==> src/rtl/ellipse_pkg.sv <==
package ellipse_pkg;

    localparam int WORD_W = 32;

    typedef logic signed [WORD_W-1:0] word_t;

    typedef struct packed {
        word_t a;
        word_t b;
    } mul_ops_t;

    typedef enum logic [4:0] {
        ST_IDLE,
        ST_I_RX2,
        ST_I_RY2,
        ST_I_CAP_RX2,
        ST_I_CAP_RY2,
        ST_I_QTR,
        ST_I_ADD,
        ST_I_SUB,
        ST_R1_TEST,
        ST_R1_ADV,
        ST_R1_DEC,
        ST_R1_FIX,
        ST_R2_M0,
        ST_R2_M1,
        ST_R2_M2,
        ST_R2_M3,
        ST_R2_M4,
        ST_R2_M5,
        ST_R2_M6,
        ST_R2_TEST,
        ST_R2_ADV,
        ST_R2_DEC,
        ST_R2_FIX,
        ST_LN_TEST,
        ST_LN_STEP,
        ST_EMIT,
        ST_DONE
    } step_e;

    typedef enum logic [1:0] {
        PH_LINE,
        PH_R1,
        PH_R2
    } phase_e;

    // rounded division by four
    function automatic word_t quarter_round(word_t v);
        return (v + word_t'(2)) >>> 2;
    endfunction

endpackage

==> src/rtl/ell_mul2.sv <==
module ell_mul2
    import ellipse_pkg::*;
(
    input  logic     clk,
    input  logic     rst,
    input  mul_ops_t ops,
    output word_t    prod
);
    mul_ops_t ops_q;
    word_t    prod_q;
    logic [1:0] warm;

    always_ff @(posedge clk) begin
        ops_q  <= ops;
        prod_q <= ops_q.a * ops_q.b;
    end

    always_ff @(posedge clk) begin
        if (rst)
            warm <= 2'd0;
        else if (warm != 2'd2)
            warm <= warm + 2'd1;
    end

    assign prod = prod_q;


    mul_latency_chk: assert property (@(posedge clk) disable iff (rst)
        (warm == 2'd2) |-> (prod == $past(ops.a, 2) * $past(ops.b, 2)));

endmodule

==> src/rtl/ell_mirror.sv <==
module ell_mirror #(
    parameter int COORD_W = 12
) (
    input  logic signed [COORD_W-1:0] cx,
    input  logic signed [COORD_W-1:0] cy,
    input  logic signed [COORD_W-1:0] ox,
    input  logic signed [COORD_W-1:0] oy,
    input  logic [1:0]                quad,
    output logic signed [COORD_W-1:0] px,
    output logic signed [COORD_W-1:0] py
);
    always_comb begin
        px = quad[0] ? (cx - ox) : (cx + ox);
        py = quad[1] ? (cy - oy) : (cy + oy);
    end
endmodule

==> src/rtl/ellipse_raster.sv <==
module ellipse_raster
    import ellipse_pkg::*;
#(
    parameter int COORD_W = 12,
    parameter int RAD_W   = 8
) (
    input  logic                      clk,
    input  logic                      rst,
    input  logic                      start,
    input  logic signed [COORD_W-1:0] cx,
    input  logic signed [COORD_W-1:0] cy,
    input  logic [RAD_W-1:0]          rx,
    input  logic [RAD_W-1:0]          ry,
    output logic                      pix_valid,
    output logic signed [COORD_W-1:0] pix_x,
    output logic signed [COORD_W-1:0] pix_y,
    output logic                      busy,
    output logic                      done
);
    localparam int PAD = WORD_W - RAD_W;

    step_e  state;
    phase_e phase;
    logic [1:0] quad;
    logic signed [COORD_W-1:0] cx_q, cy_q;
    logic [RAD_W-1:0] rx_q, ry_q;
    word_t rxw, ryw;
    word_t rx2, ry2, p, px, py, x, y, t, u;
    mul_ops_t ops;
    word_t    prod;

    assign rxw = {{PAD{1'b0}}, rx_q};
    assign ryw = {{PAD{1'b0}}, ry_q};

    ell_mul2 i_mul (
        .clk  (clk),
        .rst  (rst),
        .ops  (ops),
        .prod (prod)
    );

    // operand selection: the product is consumed two states later
    always_comb begin
        ops = '0;
        case (state)
            ST_I_RX2:     begin ops.a = rxw;         ops.b = rxw;         end
            ST_I_RY2:     begin ops.a = ryw;         ops.b = ryw;         end
            ST_I_CAP_RY2: begin ops.a = rx2;         ops.b = ryw;         end
            ST_R2_M0:     begin ops.a = x;           ops.b = x + 1;       end
            ST_R2_M1:     begin ops.a = y - 1;       ops.b = y - 1;       end
            ST_R2_M2:     begin ops.a = rx2;         ops.b = ry2;         end
            ST_R2_M3:     begin ops.a = ry2;         ops.b = t;           end
            ST_R2_M4:     begin ops.a = rx2;         ops.b = u;           end
            default:      ops = '0;
        endcase
    end

    always_ff @(posedge clk) begin
        if (rst) begin
            state <= ST_IDLE;
            phase <= PH_LINE;
            quad  <= 2'd0;
            cx_q  <= '0;
            cy_q  <= '0;
            rx_q  <= '0;
            ry_q  <= '0;
            rx2   <= '0;
            ry2   <= '0;
            p     <= '0;
            px    <= '0;
            py    <= '0;
            x     <= '0;
            y     <= '0;
            t     <= '0;
            u     <= '0;
        end else begin
            case (state)
                ST_IDLE: if (start) begin
                    cx_q <= cx;
                    cy_q <= cy;
                    rx_q <= rx;
                    ry_q <= ry;
                    x    <= '0;
                    y    <= {{PAD{1'b0}}, ry};
                    px   <= '0;
                    quad <= 2'd0;
                    if (rx == '0 || ry == '0) begin
                        phase <= PH_LINE;
                        state <= ST_LN_TEST;
                    end else begin
                        phase <= PH_R1;
                        state <= ST_I_RX2;
                    end
                end
                ST_I_RX2:     state <= ST_I_RY2;
                ST_I_RY2:     state <= ST_I_CAP_RX2;
                ST_I_CAP_RX2: begin rx2 <= prod; state <= ST_I_CAP_RY2; end
                ST_I_CAP_RY2: begin ry2 <= prod; state <= ST_I_QTR; end
                ST_I_QTR:     begin p <= quarter_round(rx2); state <= ST_I_ADD; end
                ST_I_ADD: begin
                    p     <= p + ry2;
                    t     <= prod;
                    py    <= prod <<< 1;
                    state <= ST_I_SUB;
                end
                ST_I_SUB:     begin p <= p - t; state <= ST_R1_TEST; end
                ST_R1_TEST: begin
                    if (px <= py) begin
                        state <= ST_EMIT;
                    end else begin
                        phase <= PH_R2;
                        state <= ST_R2_M0;
                    end
                end
                ST_R1_ADV: begin
                    x     <= x + 1;
                    px    <= px + (ry2 <<< 1);
                    state <= ST_R1_DEC;
                end
                ST_R1_DEC: begin
                    p <= p + ry2 + px;
                    if (p > 0) begin
                        y     <= y - 1;
                        py    <= py - (rx2 <<< 1);
                        state <= ST_R1_FIX;
                    end else begin
                        state <= ST_R1_TEST;
                    end
                end
                ST_R1_FIX: begin p <= p - py; state <= ST_R1_TEST; end
                ST_R2_M0: state <= ST_R2_M1;
                ST_R2_M1: state <= ST_R2_M2;
                ST_R2_M2: begin t <= prod; state <= ST_R2_M3; end
                ST_R2_M3: begin u <= prod; state <= ST_R2_M4; end
                ST_R2_M4: begin p <= quarter_round(ry2) - prod; state <= ST_R2_M5; end
                ST_R2_M5: begin p <= p + prod; state <= ST_R2_M6; end
                ST_R2_M6: begin p <= p + prod; state <= ST_R2_TEST; end
                ST_R2_TEST: state <= (y >= 0) ? ST_EMIT : ST_DONE;
                ST_R2_ADV: begin
                    y     <= y - 1;
                    py    <= py - (rx2 <<< 1);
                    state <= ST_R2_DEC;
                end
                ST_R2_DEC: begin
                    p <= p + rx2 - py;
                    if (p > 0) begin
                        state <= ST_R2_TEST;
                    end else begin
                        x     <= x + 1;
                        px    <= px + (ry2 <<< 1);
                        state <= ST_R2_FIX;
                    end
                end
                ST_R2_FIX: begin p <= p + px; state <= ST_R2_TEST; end
                ST_LN_TEST: begin
                    if ((ry_q == '0) ? (x <= rxw) : (y >= 0))
                        state <= ST_EMIT;
                    else
                        state <= ST_DONE;
                end
                ST_LN_STEP: begin
                    if (ry_q == '0)
                        x <= x + 1;
                    else
                        y <= y - 1;
                    state <= ST_LN_TEST;
                end
                ST_EMIT: begin
                    quad <= quad + 2'd1;
                    if (quad == 2'd3) begin
                        case (phase)
                            PH_LINE: state <= ST_LN_STEP;
                            PH_R1:   state <= ST_R1_ADV;
                            default: state <= ST_R2_ADV;
                        endcase
                    end
                end
                ST_DONE: state <= ST_IDLE;
                default: state <= ST_IDLE;
            endcase
        end
    end

    ell_mirror #(.COORD_W(COORD_W)) i_mirror (
        .cx   (cx_q),
        .cy   (cy_q),
        .ox   (x[COORD_W-1:0]),
        .oy   (y[COORD_W-1:0]),
        .quad (quad),
        .px   (pix_x),
        .py   (pix_y)
    );

    assign pix_valid = (state == ST_EMIT);
    assign busy      = (state != ST_IDLE);
    assign done      = (state == ST_DONE);


    done_then_idle_chk: assert property (@(posedge clk) disable iff (rst)
        done |=> (!busy && !done));


    valid_in_busy_chk: assert property (@(posedge clk) disable iff (rst)
        pix_valid |-> busy);


    x_monotone_chk: assert property (@(posedge clk) disable iff (rst)
        (busy && $past(busy)) |-> (x >= $past(x)));


    y_monotone_chk: assert property (@(posedge clk) disable iff (rst)
        (busy && $past(busy)) |-> (y <= $past(y)));

endmodule

==> config.mk <==
export PLATFORM = sky130hd
export DESIGN_NAME = ellipse_raster
export DESIGN_NICKNAME = d
export VERILOG_FILES = /design/src/rtl/ellipse_pkg.sv /design/src/rtl/ell_mul2.sv /design/src/rtl/ell_mirror.sv /design/src/rtl/ellipse_raster.sv
export SDC_FILE = /design/constraint.sdc
export NUM_CORES = 2
export LEC_CHECK = 0
export BUFFER_PORTS_ARGS = -buffer_cell sky130_fd_sc_hd__buf_2
export CORE_ASPECT_RATIO = 1.4
export CORE_MARGIN = 4
export CORE_UTILIZATION = 55
export CTS_BUF_LIST = sky130_fd_sc_hd__clkbuf_4 sky130_fd_sc_hd__clkbuf_8
export DETAILED_ROUTE_END_ITERATION = 10
export PLACE_DENSITY = 0.81
export SYNTH_ARGS = -nofsm -noshare
export SYNTH_HDL_FRONTEND = slang
export SYNTH_SLANG_ARGS = --single-unit
==> constraint.sdc <==
create_clock -name clk -period 8.7 [get_ports clk]
set_input_delay 0.435 -clock clk [delete_from_list [all_inputs] [get_ports clk]]
set_output_delay 0.435 -clock clk [all_outputs]
set_load 0.1 [all_outputs]
==> reports/qor.txt <==
Crit Path Max Fanout = 30
Fill cells = 8272
Die Y = 369 µm
Syn Std Cell Area = 51100 µm²
Tcrit/Tclk final = 89.0%
Initial antenna violation count = 3
Post-route ant nets = 0
Register-to-Register Path Depth = 22
First-pass GRT wire length = 287000 µm
Core area = 92300 µm²
CP Data Required Time = 9.34 ns
Hold depth = 2
Power Total = 6500 µW
Starting Density = 55.3%
Final Util = 59.1%
Worst min path class = primary input to flop
Post-synth top area share = 17.5%
Slew HR = 18.3%
Setup crit end kind = flop
Metal2 WL = 90100 µm
Largest net degree at the start of global routing = 99
Number of synthesized register bits = 431
Commonest non-fill, non-tap cells in the layout = nand2_1 (815), inv_1 (702), a21oi_1 (479)
Root Driver = clkbuf_8
Row cnt = 132
Number of port buffers = 69
Tmin final = 7.74 ns
Io pins = 70
Critical path class = flop to flop
Setup Total Neg Slack = 0 ns
Commonest non-fill, non-tap cell in the layout = nand2_1
Syn Inst Count = 6441
CTS buffer count = 73
H-tree levels = 3
Worst vdd ir = 154 µV
1st-pass router iterations = 9
Clock Latency Late Sink = 0.76 ns
Post-synth EDFFs = 0
Gr usage total = 38.0%
Max-slew violation count = 0
Synth area leaders = fa_1 (18%), dfxtp_1 (17%), ha_1 (11%), nand2_1 (6.0%), xnor2_1 (5.9%)
Syn Area/Cell = 7.93 µm²
Wirelength per Cell = 25.1 µm
Max clock buf depth = 3
Vias/cell = 6.46
DRC = 0
Vias = 49400
Pleak = 0.0242 µW
Post-synthesis sequential area ratio = 16.9%
Starting DRT DRC Count = 5622
Layout Nets = 7313
Power Density = 119 nW/µm²
Grt ovf = 0
CP arrival = 8.38 ns
Area leader, netlist = fa_1
Fmax = 129 MHz
Measured slew at the worst slew-check pin = 1.22 ns
CP Launch Type = flop
Share of cells above drive strength 1 = 5.37%
Synth async-reset ratio = 0%
Status = complete, no violations
Highest routing layer actually used = met5
Die ar. = 97900 µm²
M1 wire length = 64500 µm
Post-DP HPWL = 149000 µm
CTS tree = yes
Worst-path clk slew = 0.07 ns
Area growth, synth to finish = 6.85%
Final Skew = 0.0474 ns
Fin. Hold Viols = 0
Ys flop type = dfxtp_1
Synth warnings = 0
Vias in the first global route = 49300
Chip Width = 266 µm
Routability congestion estimate = 1.04
Max-Cap Viols = 0
Final setup viols = 0
RSZ-0062 raised after global routing = no
Met3 WL post-DR = 17400 µm
Netlist cell types = 89
Final wirelength = 192000 µm
CTS sink count = 431
## worst max-delay path, cell delays in order, from the launching register on
cell	delay, ns
dfxtp_1	1.00
and2_1	0.27
fa_1	0.41
fa_1	0.49
inv_1	0.05
fa_1	0.51
fa_1	0.57
inv_1	0.06
fa_1	0.51
inv_1	0.06
fa_1	0.54
inv_1	0.06
fa_1	0.51
fa_1	0.45
ha_1	0.38
a21oi_1	0.22
o21a_1	0.17
a41oi_1	0.07
a41oi_1	0.32
nand2_1	0.13
a221o_1	0.34
o41ai_1	0.35
xnor2_1	0.17
## worst paths after layout
check              endpoint  slack (ns)           start
max reg2reg  i_mul.prod[30]        0.96  i_mul.ops_q[2]
min reg2reg           u[13]        0.46           u[13]
max          i_mul.prod[30]        0.96  i_mul.ops_q[2]
min                   x[27]        0.05             rst
## cells in the mapped netlist, types with 13 or more instances
cell type / count
nor3_1: 102
nand2b_1: 59
dfxtp_1: 431
nor2_1: 350
or4_1: 22
fa_1: 447
nand3b_1: 25
a21boi_0: 16
o31ai_1: 15
clkbuf_1: 303
or3_1: 33
a31oi_1: 57
and4_1: 16
o21ai_0: 296
a22oi_1: 48
and3_1: 48
buf_1: 16
a21o_1: 112
o211ai_1: 45
a221oi_1: 45
a211oi_1: 62
xor2_1: 119
a21oi_1: 480
nor2b_1: 43
o22ai_1: 21
o21a_1: 34
nand2_1: 815
mux2i_1: 13
ha_1: 434
nand4_1: 42
o221ai_1: 27
o21bai_1: 24
xnor2_1: 342
inv_1: 702
or2_2: 17
and2_1: 396
nand3_1: 98
nor4_1: 46
a222oi_1: 89
## layout make-up
| cell class | count | area [µm²] | share of cell area (%) |
|---|---|---|---|
| Clock buffer | 104 | 1340 | 2.46 |
| Tap cell | 1206 | 1510 | 2.77 |
| Clock inverter | 28 | 383 | 0.702 |
| Sequential cell | 431 | 8630 | 15.8 |
| Timing Repair Buffer | 194 | 1390 | 2.55 |
| Antenna cell | 1 | 2.50 | 0.00459 |
| Multi-Input combinational cell | 4985 | 38700 | 70.9 |
| Inverter | 704 | 2640 | 4.84 |
## power breakdown
group | total (µW) | switching (µW) | internal (µW) | leakage [µW]
Clock | 2240 | 991 | 1250 | 0.000895
Sequential | 2130 | 115 | 2020 | 0.00348
Combinational | 2120 | 1490 | 637 | 0.0198
Total | 6500 | 2590 | 3900 | 0.0242
## metrics by stage
stage,instances,area [µm²],hold WS (ns),setup slack [ns]
finish,7653,54600,0.0484,0.956
global route,7653,54600,0.0504,0.589
CTS,7652,54600,0.00392,1.00
detailed placement,7480,52400,0.446,1.02
global placement,7479,52400,0.442,1.17
floorplan,6443,51100,0.436,1.91
## registers in the layout (all words and copies together), names as in the netlist, 32 cells and up
| signal | count |
|---|---|
| i_mul.ops_q | 64 |
| i_mul.prod | 32 |
| p | 32 |
| rx2 | 32 |
| ry2 | 32 |
| t | 32 |
| u | 32 |
| x | 32 |
| y | 32 |
## metal layers
layer	vias to the layer above	GRT usage, %
li1	21800	-
met1	23700	41.7
met2	2944	63.9
met3	1002	6.58
met4	2	31.7
met5	-	0
## logic make-up after synthesis
family,Yosys count,synth area share (%)
and+or+nand+nor,2144,20.4
AOI/OAI and AO/OA,1481,18.7
xor gates and xnor gates,462,7.95
muxes,14,0.277
DFF,431,16.9
other,1,0.00734
buffers and inverters,1027,7.56
adders and majority gates,881,28.2
## timing repair
action,4_1_cts,5_1_grt
endpoints found under the setup margin,0,0
setup buffers,0,0
hold endpoints to repair,41,0
hold buffers,40,0
resized for setup,0,0
(Power assumes the default switching activity.)
